`config.mk`:
```
export PLATFORM = sky130hd
export DESIGN_NAME = dbg_match_bank
export DESIGN_NICKNAME = d
export VERILOG_FILES = /design/src/rtl/dbg_pkg.sv /design/src/rtl/dbg_slot_file.sv /design/src/rtl/dbg_cmp_array.sv /design/src/rtl/dbg_first_set.sv /design/src/rtl/dbg_match_bank.sv
export SDC_FILE = /design/constraint.sdc
export NUM_CORES = 1
export LEC_CHECK = 0
export BUFFER_PORTS_ARGS = -buffer_cell sky130_fd_sc_hd__buf_4
export CORE_ASPECT_RATIO = 1.25
export CORE_MARGIN = 2
export CORE_UTILIZATION = 30
export CTS_CLUSTER_SIZE = 12
export DETAILED_ROUTE_END_ITERATION = 8
export PLACE_DENSITY = 0.44
export SYNTH_ARGS = -nofsm -noshare
export SYNTH_HDL_FRONTEND = slang
export SYNTH_SLANG_ARGS = --single-unit
```
`constraint.sdc`:
```
create_clock -name clk -period 2.3 [get_ports clk]
set_input_delay 0.23 -clock clk [delete_from_list [all_inputs] [get_ports clk]]
set_output_delay 0.23 -clock clk [all_outputs]
set_load 0.05 [all_outputs]
```
`src/rtl/dbg_pkg.sv`:
```
package dbg_pkg;
  localparam int IDX_W   = 4;
  localparam int CTL_EN  = 0;
  localparam int CTL_EL  = 1;
  localparam int CTL_LD  = 2;
  localparam int CTL_ST  = 3;
  localparam int CTL_MSK = 4;
  localparam int ID_BP_LSB = 12;
  localparam int ID_WP_LSB = 20;

  typedef enum logic [2:0] {
    SEL_BVAL = 3'd0,
    SEL_BCTL = 3'd1,
    SEL_WVAL = 3'd2,
    SEL_WCTL = 3'd3,
    SEL_ID   = 3'd4
  } reg_sel_e;
endpackage

```
`src/rtl/dbg_slot_file.sv`:
```
module dbg_slot_file import dbg_pkg::*; #(
  parameter int N  = 4,
  parameter int AW = 32,
  parameter int CW = 8
) (
  input  logic                   clk,
  input  logic                   rst,
  input  logic                   wr_val,
  input  logic                   wr_ctl,
  input  logic [IDX_W-1:0]       idx,
  input  logic [AW-1:0]          wdata,
  output logic [N-1:0][AW-1:0]   val_q,
  output logic [N-1:0][CW-1:0]   ctl_q,
  output logic [N-1:0]           ctl_wr,
  output logic                   idx_ok,
  output logic [AW-1:0]          rd_val,
  output logic [CW-1:0]          rd_ctl
);
  for (genvar i = 0; i < N; i++) begin : g_slot
    logic          sel;
    logic [AW-1:0] val_r;
    logic [CW-1:0] ctl_r;
    assign sel       = (idx == IDX_W'(i));
    assign ctl_wr[i] = wr_ctl & sel;
    always_ff @(posedge clk) begin
      if (rst) begin
        val_r <= '0;
        ctl_r <= '0;
      end else begin
        if (wr_val && sel) val_r <= wdata;
        if (ctl_wr[i])     ctl_r <= wdata[CW-1:0];
      end
    end
    assign val_q[i] = val_r;
    assign ctl_q[i] = ctl_r;
  end

  always_comb begin
    idx_ok = 1'b0;
    rd_val = '0;
    rd_ctl = '0;
    for (int i = 0; i < N; i++) begin
      if (idx == IDX_W'(i)) begin
        idx_ok = 1'b1;
        rd_val = val_q[i];
        rd_ctl = ctl_q[i];
      end
    end
  end
endmodule

```
`src/rtl/dbg_cmp_array.sv`:
```
module dbg_cmp_array import dbg_pkg::*; #(
  parameter int N         = 4,
  parameter int AW        = 32,
  parameter int LOW_W     = 2,
  parameter bit CHECK_DIR = 1'b0,
  localparam int MSK_W    = 1 << LOW_W,
  localparam int CW       = CTL_MSK + MSK_W
) (
  input  logic                 valid,
  input  logic [AW-1:0]        addr,
  input  logic                 el,
  input  logic                 store,
  input  logic [N-1:0][AW-1:0] val_q,
  input  logic [N-1:0][CW-1:0] ctl_q,
  output logic [N-1:0]         match
);
  logic [AW-1:0]    base;
  logic [LOW_W-1:0] lane;
  assign base = {addr[AW-1:LOW_W], {LOW_W{1'b0}}};
  assign lane = addr[LOW_W-1:0];

  for (genvar i = 0; i < N; i++) begin : g_cmp
    logic [MSK_W-1:0] msk;
    logic             dir_ok;
    assign msk    = ctl_q[i][CTL_MSK +: MSK_W];
    assign dir_ok = (CHECK_DIR == 1'b0) ||
                    (store ? ctl_q[i][CTL_ST] : ctl_q[i][CTL_LD]);
    assign match[i] = valid & ctl_q[i][CTL_EN] & (ctl_q[i][CTL_EL] == el) &
                      (val_q[i] == base) & msk[lane] & dir_ok;
  end
endmodule

```
`src/rtl/dbg_first_set.sv`:
```
module dbg_first_set import dbg_pkg::*; #(
  parameter int N = 4
) (
  input  logic [N-1:0]     vec,
  output logic [IDX_W-1:0] idx
);
  always_comb begin
    idx = '0;
    for (int i = N - 1; i >= 0; i--) begin
      if (vec[i]) idx = IDX_W'(i);
    end
  end
endmodule

```
`src/rtl/dbg_match_bank.sv`:
```
module dbg_match_bank import dbg_pkg::*; #(
  parameter int AW   = 32,
  parameter int N_BP = 4,
  parameter int N_WP = 4
) (
  input  logic             clk,
  input  logic             rst,
  input  logic             reg_en,
  input  logic             reg_wr,
  input  logic [2:0]       reg_sel,
  input  logic [IDX_W-1:0] reg_idx,
  input  logic [AW-1:0]    reg_wdata,
  output logic [AW-1:0]    reg_rdata,
  output logic             reg_err,
  input  logic             pc_valid,
  input  logic [AW-1:0]    pc,
  input  logic             pc_el,
  input  logic             da_valid,
  input  logic [AW-1:0]    da_addr,
  input  logic             da_store,
  input  logic             da_el,
  output logic             bp_hit,
  output logic [IDX_W-1:0] bp_idx,
  output logic [N_BP-1:0]  bp_sticky,
  output logic             wp_hit,
  output logic [IDX_W-1:0] wp_idx,
  output logic [N_WP-1:0]  wp_sticky
);
  localparam int BP_LOW = 2;
  localparam int WP_LOW = 3;
  localparam int BCW = CTL_MSK + (1 << BP_LOW);
  localparam int WCW = CTL_MSK + (1 << WP_LOW);
  localparam logic [AW-1:0] ID_WORD = (AW'(N_BP - 1) << ID_BP_LSB) |
                                      (AW'(N_WP - 1) << ID_WP_LSB);

  logic wr_any;
  assign wr_any = reg_en & reg_wr;

  logic [N_BP-1:0][AW-1:0]  b_val;
  logic [N_BP-1:0][BCW-1:0] b_ctl;
  logic [N_BP-1:0]          b_cwr;
  logic                     b_ok;
  logic [AW-1:0]            b_rval;
  logic [BCW-1:0]           b_rctl;

  dbg_slot_file #(.N(N_BP), .AW(AW), .CW(BCW)) u_bp_regs (
    .clk, .rst,
    .wr_val (wr_any && reg_sel == SEL_BVAL),
    .wr_ctl (wr_any && reg_sel == SEL_BCTL),
    .idx    (reg_idx), .wdata(reg_wdata),
    .val_q  (b_val), .ctl_q(b_ctl), .ctl_wr(b_cwr),
    .idx_ok (b_ok), .rd_val(b_rval), .rd_ctl(b_rctl)
  );

  logic [N_WP-1:0][AW-1:0]  w_val;
  logic [N_WP-1:0][WCW-1:0] w_ctl;
  logic [N_WP-1:0]          w_cwr;
  logic                     w_ok;
  logic [AW-1:0]            w_rval;
  logic [WCW-1:0]           w_rctl;

  dbg_slot_file #(.N(N_WP), .AW(AW), .CW(WCW)) u_wp_regs (
    .clk, .rst,
    .wr_val (wr_any && reg_sel == SEL_WVAL),
    .wr_ctl (wr_any && reg_sel == SEL_WCTL),
    .idx    (reg_idx), .wdata(reg_wdata),
    .val_q  (w_val), .ctl_q(w_ctl), .ctl_wr(w_cwr),
    .idx_ok (w_ok), .rd_val(w_rval), .rd_ctl(w_rctl)
  );

  logic [N_BP-1:0] bp_m;
  logic [N_WP-1:0] wp_m;

  dbg_cmp_array #(.N(N_BP), .AW(AW), .LOW_W(BP_LOW), .CHECK_DIR(1'b0)) u_bp_cmp (
    .valid(pc_valid), .addr(pc), .el(pc_el), .store(1'b0),
    .val_q(b_val), .ctl_q(b_ctl), .match(bp_m)
  );

  dbg_cmp_array #(.N(N_WP), .AW(AW), .LOW_W(WP_LOW), .CHECK_DIR(1'b1)) u_wp_cmp (
    .valid(da_valid), .addr(da_addr), .el(da_el), .store(da_store),
    .val_q(w_val), .ctl_q(w_ctl), .match(wp_m)
  );

  logic [IDX_W-1:0] bp_first, wp_first;
  dbg_first_set #(.N(N_BP)) u_bp_first (.vec(bp_m), .idx(bp_first));
  dbg_first_set #(.N(N_WP)) u_wp_first (.vec(wp_m), .idx(wp_first));

  logic [AW-1:0] rd_next;
  logic          bad;
  always_comb begin
    rd_next = '0;
    bad     = 1'b0;
    case (reg_sel)
      SEL_BVAL: begin bad = !b_ok; rd_next = b_rval;      end
      SEL_BCTL: begin bad = !b_ok; rd_next = AW'(b_rctl); end
      SEL_WVAL: begin bad = !w_ok; rd_next = w_rval;      end
      SEL_WCTL: begin bad = !w_ok; rd_next = AW'(w_rctl); end
      SEL_ID:   rd_next = ID_WORD;
      default:  bad = 1'b1;
    endcase
  end

  always_ff @(posedge clk) begin
    if (rst) begin
      reg_rdata <= '0;
      reg_err   <= 1'b0;
      bp_hit    <= 1'b0;
      bp_idx    <= '0;
      bp_sticky <= '0;
      wp_hit    <= 1'b0;
      wp_idx    <= '0;
      wp_sticky <= '0;
    end else begin
      reg_err <= reg_en & bad;
      if (reg_en && bad)          reg_rdata <= '0;
      else if (reg_en && !reg_wr) reg_rdata <= rd_next;
      bp_hit    <= |bp_m;
      bp_idx    <= bp_first;
      bp_sticky <= (bp_sticky & ~b_cwr) | bp_m;
      wp_hit    <= |wp_m;
      wp_idx    <= wp_first;
      wp_sticky <= (wp_sticky & ~w_cwr) | wp_m;
    end
  end
endmodule

```
; Yosys cells after proc, flatten, opt, wreduce, memory -nomap -nowiden
; Cells that the tools add are included.
[totals]
register_bits = 387
in_bits = 112
out_inout_bits = 51
elab_cells = 181
[op_classes]
order_cmp = 2
eq_ne = 23
muxes = 48
n_bitwise = 52
reduce_logical = 28
[ops]
columns = cell, n
row1 = equality test 32 bit, 8
row2 = 2-to-1 mux 32 bit, 8
row3 = one-hot mux 32 bit (5 select lines), 1
row4 = 2-to-1 mux 12 bit, 4
row5 = AND 1 bit, 46
row6 = 2-to-1 mux 8 bit, 4
row7 = OR reduction 4 bit, 5
row8 = 2-to-1 mux 1 bit, 18
row9 = logical AND 1 bit, 14
row10 = binary-select mux 1 bit (select 3 bit), 4
row11 = AND 4 bit, 2
row12 = binary-select mux 1 bit (select 2 bit), 4
row13 = equality test 1 bit, 8
row14 = "equality test 4 x 2 -> 1 bit, second input constant", 2
row15 = 2-to-1 mux 2 bit, 4
row16 = NOT 4 bit, 2
row17 = OR 4 bit, 2
row18 = "equality test 3 x 2 -> 1 bit, second input constant", 2
row19 = OR reduction 2 bit, 3
row20 = OR reduction 3 bit, 2
row21 = "equality test 4 x 1 -> 1 bit, second input constant", 1
row22 = zero test 4 bit, 1
row23 = "< comparator 3 x 4 -> 1 bit, second input constant", 1
row24 = "equality test 3 x 1 -> 1 bit, second input constant", 1
row25 = 5 further kinds, 6

; Logic depth before layout (Yosys ltp)
[depth]
ltp_word = 9
ltp_mapped = 9
depth_no_buf = 6

; By module
; From an unflattened synthesis, not the netlist that was laid out.
[hier_totals]
cells_unflattened = 2067
hier_area_um2 = 21800.9
[by_module_without_submodules]
columns = module, instances, cells_per_inst, area_each_um2, seq_area_each_um2
row1 = dbg_slot_file (u_wp_regs), 1, 733, 8334.2, 3523.4
row2 = dbg_slot_file (u_bp_regs), 1, 669, 7688.6, 3203.1
row3 = dbg_match_bank, 1, 255, 2421.1, 1021.0
row4 = dbg_cmp_array (u_wp_cmp), 1, 214, 1736.7, 0.0
row5 = dbg_cmp_array (u_bp_cmp), 1, 180, 1527.7, 0.0
row6 = dbg_first_set, 2, 8, 46.3, 0.0

; Least setup slack after synthesis
; Ideal clock, no wire load.
[synth_path]
path_type = input to register
startpoint = input port reg_sel[2]
endpoint = register u_wp_regs.g_slot[2].ctl_r[10]
t_arrival_ps = 1566
setup_slack_ps = 607
cell_stages = 7
path_buffers = 2
path_cell_list = buf_2 and2b_2 nand4_2 nor3_2 buf_4 mux2i_1 nor2_1
[synth_via]
elab_chain_len = 3
[synth_rtl]
columns = item, line
row1 = from (decl), dbg_match_bank.sv:10  ; input logic [2:0] reg_sel,
row2 = equality test 3 x 2 -> 1 bit, dbg_match_bank.sv:65  ; .wr_ctl (wr_any && reg_sel == SEL_WCTL),
row3 = logical AND 1 bit, dbg_match_bank.sv:65
row4 = AND 1 bit, dbg_slot_file.sv:24  ; assign ctl_wr[i] = wr_ctl & sel;
row5 = to (signal assigned), dbg_slot_file.sv:31  ; if (ctl_wr[i]) ctl_r <= wdata[CW-1:0];
row6 = to (decl), dbg_slot_file.sv:22  ; logic [CW-1:0] ctl_r;
; No other way between the ends.
; A chain may end at the register's enable or synchronous reset.

; Worst setup path in the final report
[layout_path]
startpoint = register u_bp_regs.g_slot[1].val_r[7]
endpoint = register bp_idx[1]
[layout_via]
elab_chain_len = 4
[layout_rtl]
columns = item, line
row1 = from (decl), dbg_slot_file.sv:21  ; logic [AW-1:0] val_r;
row2 = from (signal assigned), dbg_slot_file.sv:30  ; if (wr_val && sel) val_r <= wdata;
row3 = equality test 32 bit, dbg_cmp_array.sv:29  ; (val_q[i] == base) & msk[lane] & dir_ok;
row4 = AND 1 bit, dbg_cmp_array.sv:28  ; assign match[i] = valid & ctl_q[i][CTL_EN] & (ctl_q[i][CTL_EL] == el) &
row5 = AND 1 bit, dbg_cmp_array.sv:29
row6 = OR reduction 3 bit (no source line), -
row7 = to (signal assigned), dbg_match_bank.sv:118  ; bp_idx <= bp_first;
row8 = to (decl), dbg_match_bank.sv:23  ; output logic [IDX_W-1:0] bp_idx,
; No other way between the ends.

==> summary.md <==
| Metric | Value |
|---|---|
| Die X | `232 um` |
| Layout cells sized above 1 | `0.193` |
| Post-route DRC | `0` |
| Net load switching power | `~4000 uW` |
| Routability cong. | `between 0.8 and 0.9` |
| Gr ovfl total | `0` |
| Internal power | `approximately 12,000 uW` |
| Place WS | `-0.135 ns` |
| RSZ-0062 raised after global routing | `false` |
| Port Buffer Count | `158` |
| Register share of total power | `0.424` |
| Die Ht | `between 200 and 300 um` |
| Worst slew pin tran | `0.746 ns` |
| P&R area growth vs syn | `20.8%` |
| Inserted Clock Buffers | `between 40 and 50` |
| Starting Density | `0.303` |
| Most frequent cell after synthesis | `nand2_1` |
| CTS tree | `built` |
| Final worst slack | `around 0.094 ns` |
| CP Class | `flip-flop to flip-flop` |
| Synth area leader | `dfxtp_1` |
| Post-route insts no fill | `between 3,000 and 4,000` |
| Comb power frac | `0.092` |
| Max stage delay on crit path | `0.63 ns` |
| CP Data Arrival Time | `2.67 ns` |
| Clock Sink Count | `383` |
| Setup violators final | `0` |
| Hold Fails Final Rpt | `0` |
| Leak | `between 0.008 and 0.009 uW` |
| Total wire length | `between 80,000 and 90,000 um` |
| Die area | `67,200 sq um` |
| Largest net degree at the start of global routing | `120` |
| Synth Flop Type | `dfxtp_1` |
| Number of global-route vias before repair | `~17,000` |
| Req. time, crit path | `roughly 2.8 ns` |
| Yosys top cell area share | `0.392` |
| Core area | `~64,000 sq um` |
| NumNets Final | `roughly 2,600` |
| Syn avg cell area | `between 8 and 9 sq um` |
| Vias/cell | `around 5.3` |
| Post-Syn Instances | `roughly 2,400` |
| DR vias | `between 15,000 and 20,000` |
| Minimum clock period | `roughly 2.2 ns` |
| Post-DRT Antenna Nets | `0` |
| Worst-Skew Late Latency | `about 0.6 ns` |
| CTS clock-pin slew for the worst setup and hold paths | `~0.060 ns` |
| Pwr dens | `roughly 670 nW/um^2` |
| Setup Total Neg Slack | `0 ns` |
| MaxCap Viol Count | `0` |
| Sequential-to-total area share from yosys stat | `0.392` |
| Rel. slew slack | `0.498` |
| Drt pass-1 iters | `7` |
| Clock Power Share | `0.484` |
| CP Launch Type | `flip-flop` |
| Fin. max-slew vios | `0` |
| Synthesis-stage register bit count | `approximately 380` |
| Worst ir drop on vdd | `between 0.0004 and 0.0005 V` |
| Max Buffers Root-to-Sink | `3` |
| Status | `complete, no violations` |
| Final Cycle Share | `0.959` |
| WL/cell | `~26 um` |
| CP Max Fanout | `4` |
| Element type at the critical path end | `flip-flop` |
| CTS H-tree depth | `2` |
| Crit-path cells | `xor2_1 > nor4_1 > nand4_1 > or3_1 > nor3b_2` |
| Post-synth EDFFs | `0` |
| Async set-reset flop share out of synthesis | `0` |
| Dpl cell area | `21,800 sq um` |
| First-pass GRT wire length | `124,000 um` |
| Yosys warns | `0` |
| Synth cell types | `46` |
| Post-Layout Inst Area | `23,600 sq um` |
| Post-DP HPWL | `a little over 60,000 um` |
| Commonest cells post-synth | `nand2_1, dfxtp_1, a21oi_1` |
| GRT Overall Usage | `0.254` |
| Cells after DPL | `between 3,000 and 4,000` |
| Ports | `approximately 160` |
| Clock root cell | `clkbuf_16` |
| Mapped Area | `19,500 sq um` |
| Clock Skews | `0.0233 ns` |
| 1st-iter DRT viols | `between 1,500 and 2,000` |
| Initial antenna violation count | `5` |
| Peak Freq | `between 400 and 500 MHz` |
| Ranking of synthesized cells by area | `dfxtp_1, nand2_1, mux2_2` |
| Row cnt | `104` |
| Min-Delay Path Class | `primary input to flip-flop` |
| Switching Fraction | `0.261` |
| Crit-path slowest cell | `nor4_1` |
==> per-stage QoR <==
step | total power, uW | hold slack (ns) | util
3_5_place_dp | 8190 | 0.449 | 0.338
3_3_place_gp | 8190 | 0.445 | 0.338
5_1_grt | 16100 | 0.0239 | 0.366
4_1_cts | 15800 | 0.00640 | 0.366
2_1_floorplan | 7510 | 0.344 | -
6_report | 15700 | 0.0288 | 0.366
==> state kept, by name, indices dropped and copies added (netlist names) <==
name / count
u_bp_regs.g_slot.val_r: 128
u_wp_regs.g_slot.val_r: 128
u_wp_regs.g_slot.ctl_r: 48
reg_rdata: 32
u_bp_regs.g_slot.ctl_r: 32
bp_sticky: 4
wp_sticky: 4
bp_idx: 2
wp_idx: 2
bp_hit: 1
reg_err: 1
wp_hit: 1
==> cell families (layout without fill, tap and decap cells) <==
| family | Yosys count | in the layout | share of synthesized area |
|---|---|---|---|
| other | 1 | 5 | 0.000192 |
| and+or+nand+nor | 846 | 846 | 0.182 |
| AOI/OAI and AO/OA | 469 | 469 | 0.133 |
| buffers and inverters | 231 | 358 | 0.0503 |
| muxes | 223 | 223 | 0.136 |
| xor gates and xnor gates | 239 | 239 | 0.107 |
| DFF | 383 | 383 | 0.392 |
==> power groups by stage <==
stage	registers, uW	logic [uW]	clock network [uW]
after floorplan	6810	703	0
after global placement	6800	1390	0
after global routing	6650	1500	7930
after detailed placement	6800	1390	0
final	6650	1440	7610
after CTS	6650	1430	7710
==> worst max-delay path, delay by kind of cell (launching register included) <==
kind	cells	cell delay, ns
AND/OR/NAND/NOR	4	1.51
flip-flops	1	0.34
XOR/XNOR	1	0.22
==> path summary, 6_finish.rpt <==
| kind | startpoint | to | slack (ns) | cells past startpoint |
|---|---|---|---|---|
| min reg2reg | u_wp_regs.g_slot[3].val_r[17] | u_wp_regs.g_slot[3].val_r[17] | 0.46 | 2 |
| max reg2reg | u_bp_regs.g_slot[1].val_r[7] | bp_idx[1] | 0.09 | 5 |
| min | reg_wdata[1] | u_wp_regs.g_slot[2].val_r[1] | 0.03 | 3 |
| max | u_bp_regs.g_slot[1].val_r[7] | bp_idx[1] | 0.09 | 5 |
==> layout by cell type, fill, tap and decap left out, types with 8 or more instances in the layout <==
master and n:
buf_4 214, nand4_1 45, dfxtp_1 383, clkbuf_1 11, a21oi_1 300, nor2_1 110, clkbuf_8 8, buf_12 22
mux2_2 135, nand3_1 39, mux4_2 20, o22ai_1 114, dlygate4sd3_1 24, inv_1 11, xnor2_1 155, nor4_1 34
nand2_1 576, clkinv_2 12, xor2_1 82, a22oi_1 19, o21ai_0 16, clkbuf_16 47, mux2i_1 67
==> per-layer routing <==
layer | wire length, um | vias to the layer above | global-route usage
met1 | 37600 | 8698 | 0.335
met5 | 51 | - | 0
met4 | 3580 | 8 | 0.0982
met2 | 40500 | 702 | 0.415
li1 | - | 8332 | -
met3 | 5750 | 149 | 0.0429
==> layout make-up <==
class | count | area (sq um)
Tap cell | 848 | 1060
Multi-Input combinational cell | 1781 | 11000
Clock buffer | 66 | 1330
Antenna cell | 1 | 2.50
Clock inverter | 19 | 204
Sequential cell | 383 | 7670
Inverter | 11 | 41.3
Timing Repair Buffer | 262 | 2310
Fill cell | 6658 | 40800
==> what timing repair did <==
action | in CTS | in global routing
hold buffers | 24 | 0
gates cloned | 0 | 0
setup endpoints to repair | 1 | 3
gates resized for setup | 2 | 4
setup buffers | 0 | 0
endpoints found under the hold margin | 176 | 0
(Power assumes the default switching activity.)
